<file path="src/rtl/stpclk_pkg.sv">
package stpclk_pkg;
  localparam int PS_W = 2;

  typedef enum logic [2:0] {
    ST_RUN    = 3'd0,
    ST_WBND   = 3'd1,
    ST_WFLUSH = 3'd2,
    ST_WPF    = 3'd3,
    ST_GRANT  = 3'd4,
    ST_SCLK   = 3'd5
  } seq_st_e;

  localparam logic [PS_W-1:0] PS_RUN   = 2'd0;
  localparam logic [PS_W-1:0] PS_GRANT = 2'd1;
  localparam logic [PS_W-1:0] PS_SCLK  = 2'd2;
endpackage

</file>
<file path="src/rtl/stpclk_next.sv">
module stpclk_next
  import stpclk_pkg::*;
(
  input  seq_st_e cur,
  input  logic    stop_req,
  input  logic    insn_boundary,
  input  logic    hp_irq_pending,
  input  logic    flush_busy,
  input  logic    prefetch_idle,
  input  logic    clk_present,
  output seq_st_e nxt
);
  always_comb begin
    nxt = cur;
    unique case (cur)
      ST_RUN:    if (stop_req) nxt = ST_WBND;
      ST_WBND: begin
        if (!stop_req)                          nxt = ST_RUN;
        else if (insn_boundary && !hp_irq_pending) nxt = ST_WFLUSH;
      end
      ST_WFLUSH: if (!flush_busy)    nxt = ST_WPF;
      ST_WPF:    if (prefetch_idle)  nxt = ST_GRANT;
      ST_GRANT: begin
        if (!stop_req)        nxt = ST_RUN;
        else if (!clk_present) nxt = ST_SCLK;
      end
      ST_SCLK:   if (clk_present)    nxt = ST_GRANT;
      default:   nxt = ST_RUN;
    endcase
  end
endmodule

</file>
<file path="src/rtl/stpclk_outdec.sv">
module stpclk_outdec
  import stpclk_pkg::*;
(
  input  seq_st_e         cur,
  output logic            halt_exec,
  output logic            prefetch_stop,
  output logic            core_clk_en,
  output logic [PS_W-1:0] pstate
);
  always_comb begin
    halt_exec     = (cur != ST_RUN) && (cur != ST_WBND);
    prefetch_stop = (cur == ST_WPF) || (cur == ST_GRANT) || (cur == ST_SCLK);
    core_clk_en   = (cur != ST_GRANT) && (cur != ST_SCLK);
    case (cur)
      ST_GRANT: pstate = PS_GRANT;
      ST_SCLK:  pstate = PS_SCLK;
      default:  pstate = PS_RUN;
    endcase
  end
endmodule

</file>
<file path="src/rtl/stpclk_ctrl.sv">
module stpclk_ctrl
  import stpclk_pkg::*;
(
  input  logic            clk,
  input  logic            rst_n,
  input  logic            stop_req,
  input  logic            insn_boundary,
  input  logic            hp_irq_pending,
  input  logic            flush_busy,
  input  logic            prefetch_idle,
  input  logic            clk_present,
  output logic            halt_exec,
  output logic            prefetch_stop,
  output logic            core_clk_en,
  output logic [PS_W-1:0] pstate
);
  seq_st_e st_q;
  seq_st_e st_d;

  stpclk_next u_next (
    .cur            (st_q),
    .stop_req       (stop_req),
    .insn_boundary  (insn_boundary),
    .hp_irq_pending (hp_irq_pending),
    .flush_busy     (flush_busy),
    .prefetch_idle  (prefetch_idle),
    .clk_present    (clk_present),
    .nxt            (st_d)
  );

  always_ff @(posedge clk or negedge rst_n) begin
    if (!rst_n) st_q <= ST_RUN;
    else        st_q <= st_d;
  end

  stpclk_outdec u_dec (
    .cur           (st_q),
    .halt_exec     (halt_exec),
    .prefetch_stop (prefetch_stop),
    .core_clk_en   (core_clk_en),
    .pstate        (pstate)
  );
endmodule

</file>
<file path="config.mk">
export PLATFORM = sky130hd
export DESIGN_NAME = stpclk_ctrl
export DESIGN_NICKNAME = d
export VERILOG_FILES = /design/src/rtl/stpclk_pkg.sv /design/src/rtl/stpclk_next.sv /design/src/rtl/stpclk_outdec.sv /design/src/rtl/stpclk_ctrl.sv
export SDC_FILE = /design/constraint.sdc
export NUM_CORES = 1
export LEC_CHECK = 0
export ABC_AREA = 1
export BUFFER_PORTS_ARGS = -buffer_cell sky130_fd_sc_hd__buf_2
export CORE_AREA = 5 5 42 44
export DETAILED_ROUTE_END_ITERATION = 8
export DIE_AREA = 0 0 47 49
export HOLD_SLACK_MARGIN = 0.06
export SYNTH_ARGS = -nofsm -noshare
export SYNTH_HDL_FRONTEND = slang
export SYNTH_SLANG_ARGS = --single-unit
</file>
<file path="constraint.sdc">
create_clock -name clk -period 1.4 [get_ports clk]
set_input_delay 0.28 -clock clk [delete_from_list [all_inputs] [get_ports clk]]
set_output_delay 0.28 -clock clk [all_outputs]
set_load 0.005 [all_outputs]
</file>
# ---- Yosys cells after proc, flatten, opt, wreduce, memory -nomap -nowiden
# Cells that the tools add are included.
dict set report totals {
  register_bits 3
  input_bits 8
  output_inout_bits 5
  elab_cells 34
}
dict set report op_classes {
  eq_ne 14
  n_mux 10
  reduce_logical 9
}
# operator count
set ops {}
lappend ops {{3-bit 2-to-1 mux} 8}
lappend ops {{3-bit one-hot mux with 6 select lines} 1}
lappend ops {{3-bit inequality test (second input constant)} 3}
lappend ops {{2-bit inequality test (second input constant)} 4}
lappend ops {{3-bit by 2-bit equality test with 1-bit output (second input constant)} 2}
lappend ops {{3-bit equality test (second input constant)} 2}
lappend ops {{6-bit AND reduction} 1}
lappend ops {{2-bit one-hot mux with 2 select lines} 1}
lappend ops {{3-bit by 1-bit equality test with 1-bit output (second input constant)} 1}
lappend ops {{1-bit logical AND} 3}
lappend ops {{3-bit zero test} 1}
lappend ops {{3-bit by 1-bit inequality test with 1-bit output (second input constant)} 1}
lappend ops {{3-bit by 2-bit inequality test with 1-bit output (second input constant)} 1}
lappend ops {{3-bit nonzero test} 1}
lappend ops {{1-bit logical OR} 2}
lappend ops {{1-bit zero test} 1}

# ---- Depth between registers and ports, before layout
dict set report logic_depth {
  ltp_word 5
  mapped_depth 8
  mapped_depth_nobuf 7
}

# ---- By module
# From an unflattened synthesis, not the netlist that was laid out.
dict set report hier_totals {
  hier_cells 40
  area_unflattened_um2 230.2
}
# mod instances cells_each area_each_um2 seq_area_each_um2
set by_module_without_submodules {}
lappend by_module_without_submodules {stpclk_next 1 27 116.4 0.0}
lappend by_module_without_submodules {stpclk_ctrl 1 3 75.1 75.1}
lappend by_module_without_submodules {stpclk_outdec 1 10 38.8 0.0}

# ---- Least setup slack after synthesis
# No wires, ideal clock.
dict set report synth_path {
  kind {flip-flop to output port}
  startpoint {register st_q[0]}
  endpoint {output port prefetch_stop}
  arrival_ns 0.850
  t_required_ns 1.120
  setup_slack_ns 0.270
  path_stages_with_launch 7
  path_buffers 1
  path_cell_list {dfrtp_1 buf_6 nor2_2 nand2_1 nand2_1 inv_1 nand2_1}
}
dict set report synth_via {
  elab_chain_cells 3
  elab_cells_between_ends 5
  classes_between {3 x eq/ne; 2 x reduce/logical}
}
# element line
set synth_rtl {}
lappend synth_rtl {{start, declared} stpclk_ctrl.sv:17} ;# seq_st_e st_q;
lappend synth_rtl {{start signal, assigned} stpclk_ctrl.sv:33} ;# else st_q <= st_d;
lappend synth_rtl {{3-bit by 2-bit equality test with 1-bit output / 3-bit equality test (equally long branches)} stpclk_outdec.sv:12} ;# prefetch_stop = (cur == ST_WPF) || (cur == ST_GRANT) || (cur == ST_SCLK);
lappend synth_rtl {{1-bit logical OR} stpclk_outdec.sv:12}
lappend synth_rtl {{1-bit logical OR *} stpclk_outdec.sv:12}
lappend synth_rtl {{end, declared} stpclk_ctrl.sv:13} ;# output logic prefetch_stop,
# Mark *: on every way between the ends. The rest lies on a longest branch, timed or not.

# ---- Worst setup path in the final report
# Same ends and word-level chain as after synthesis.

==> results.cfg <==
[logic_synthesis]
synthSimpleGateAreaFrac_pct = 60.40
synth_cell_type_count = 12
syn-num-nets = 59
synth_xor_area_share_pct = 0
synth-adder-area-share_pct = 0
synth_mux_area_share_pct = 0
yosysSeqAreaShare_pct = 24.00
synthesis.area_sq_um = 312.8
ys_warn_count = 0
synth_top_family_by_area = simple AND/OR/NAND/NOR gates
ys_ff_latch = 3
syn_area_per_cell_sq_um = 6.133
synth-compound-area-share_pct = 0
synth_cells = 51

[global_routing]
overflow = 0
grt_max_degree = 7
grt_pass1_vias = 355
grtUsageTotal_pct = 8.451
grt_pass1_wl_mm = 1.428
antenna_found_initial = 0

[cells_and_area]
final_cell_mix = 13 x nand2_1, 12 x buf_2, 9 x buf_4, 8 x nand3_1, 7 x inv_1
regMostFlops = st_q
top_regs = st_q x3
largest_reg_flops = 3
design_area_sq_um = 508.0
final_common_cell = nand2_1
syn_to_final_growth_pct = 62.40
drive_above_1_share_pct = 50.00
diodes = 0
n_fill_cell = 162
finalNetCount = 85
final_cell_count_no_fill = 92

[clocking]
htree_levels = 1
ctsRootBufferMaster = clkbuf_4
cts_buffers = 3
cts_max_path_buffers = 2
cts_tree = done
clk_pin_slew_ps = 40
clock_sinks = 3
clkLatencyLatePin_ps = 230

[setup_path]
crit_path_cell_trace = nor2_4 > nand2_2 > nand2_2 > inv_2 > nand2_1 > buf_2
critPathMaxStageDelay_ps = 450
startpoint_type = flop
crit_required_ps = 1120
critPathKind = reg2out
cp-end-kind = primary output
cp_common_cell = nand2_2
crit_arrival_ps = 1130
crit_buf_inv = 2
crit_family = flip-flops
cp_max_fo = 6
slowest_stage = dfrtp_2

[placed_design]
place.gp.congestion = 0.7806
portBuffers = 12
hpwl_um = 590
dp_cells = 79
place_ws_ps = 141.8
postPlaceCellArea_sq_um = 389.1

[power]
p_switching_mw = 0.4142
share_comb_of_total_power_pct = 63.6
swShare_pct = 44.20
pwr_density_cell_mw_per_mm2 = 1845
p_leak_nw = 0.3067
intPower_mw = 0.5230
seqPwrFrac_pct = 20.3
clkPwrFrac_pct = 16.1
peakVddDrop_v = 0.0007038

[sta]
finalCriticalPeriod_ps = 1409
fmax_mhz = 709.6
slew_headroom_pct = 85.71
whs_ps = 375.0
worst_slack_ps = -9.175
slew_violations = 0
post-route-period-util_pct = 100.7
tightest_slew_ps = 214.3
fin_skew_ps = 2.421
grt_setup_unrepaired = yes
hold_viol_final = 0
finalSetupViolCount = 1

[route]
dr_wl_met2_um = 390
wl_met1_um = 380
antenna_left = 0
vias = 405
post_drt_wl_per_cell_um = 9.587
drc = 0
route.met3.wl_um = 111
drt_first_iter_violations = 8
viasPerCell = 4.402
dr.pass1.iters = 4
dr.max_layer_used = met3
wl_um = 882

[floorplanning]
start_util_pct = 22.32
die_area_sq_mm = 0.002303
dieWidth_um = 47
io_pins = 13
std_cell_rows = 14
core_area_sq_mm = 0.001401
die_y_um = 49

[run_status]
failed_checks = negative setup slack
status = finished, violations left

[hold_path]
hp-class = in2async

[job]
maxCapViolations = 0
logic make-up (layout without fill, tap and decap cells):
| kind of cell | after synthesis | count (layout) |
|---|---|---|
| buffers and inverters | 11 | 36 |
| flip-flops | 3 | 3 |
| AND/OR/NAND/NOR | 37 | 37 |
power by group through the flow:
stage                     clock (mW)  sequential [mW]  combinational (mW)
after floorplan                    0            0.153               0.369
after global placement             0            0.180               0.450
after detailed placement           0            0.180               0.448
after CTS                      0.160            0.185               0.563
after global routing           0.183            0.198               0.664
final                          0.150            0.190               0.596
metal layers:
layer / vias to the layer above / track usage (%)
met2: 22 / 11.99
met3: 0 / 6.273
met1: 173 / 10.33
met4: 0 / 1.382
li1: 210 / -
met5: - / 0
Yosys cell counts (all sizes together):
cell type	n	area [sq um]
nand2	17	68.81
inv	10	37.54
nand3	9	45.04
nor2	6	42.54
nand4	4	25.02
dfrtp	3	75.07
buf	1	11.26
nand3b	1	7.510
final cells by class:
type / instances / area (sq um) / area share (%)
timing repair buffer: 22 / 137.6 / 27.09
clock buffer: 4 / 26.28 / 5.172
tap: 16 / 20.02 / 3.941
multi-input combinational: 37 / 209.0 / 41.13
sequential: 3 / 77.57 / 15.27
inverter: 10 / 37.54 / 7.389
final timing paths:
path / cells after the start / endpoint / slack, ps / startpoint
min in group clk: 5 / st_q[0]$_DFFE_PN0P_ / 470 / stop_req
worst min-delay path: 2 / st_q[1]$_DFFE_PN0P_ / 380 / rst_n
max in group asynchronous: 2 / st_q[0]$_DFFE_PN0P_ / 910 / rst_n
worst max register to register: 9 / st_q[2]$_DFFE_PN0P_ / 80 / st_q[0]$_DFFE_PN0P_
worst max-delay path: 6 / prefetch_stop / -9 / st_q[0]$_DFFE_PN0P_
worst min register to register: 2 / st_q[2]$_DFFE_PN0P_ / 610 / st_q[2]$_DFFE_PN0P_
worst reg2reg max path: stages, from the launching register on:
cell and delay [ps]:
dfrtp_2 450, nor2_4 130, nand2_2 80, buf_4 140
buf_4 130, nor2_4 90, nor2_4 60, nand2_2 80
nand2_1 50, nand2_1 60
per-stage QoR:
stage	utilization, %	TNS (ps)	total power [mW]
after floorplan	-	0	0.5227
after global placement	27.77	0	0.6305
after detailed placement	27.77	0	0.6290
after CTS	34.55	-44.84	0.9083
after global routing	36.25	-284.7	1.046
final	36.25	-9.175	0.9371
timing repair:
item | 4_1_cts | 5_1_grt
resized for setup | 4 | 4
buffers inserted | 6 | 2
pin swaps | 1 | 2
endpoints found under the setup margin | 4 | 4
endpoints found under the hold margin | 3 | 0
hold buffers | 1 | 0
Note: power is estimated with default switching activity, not from simulation.
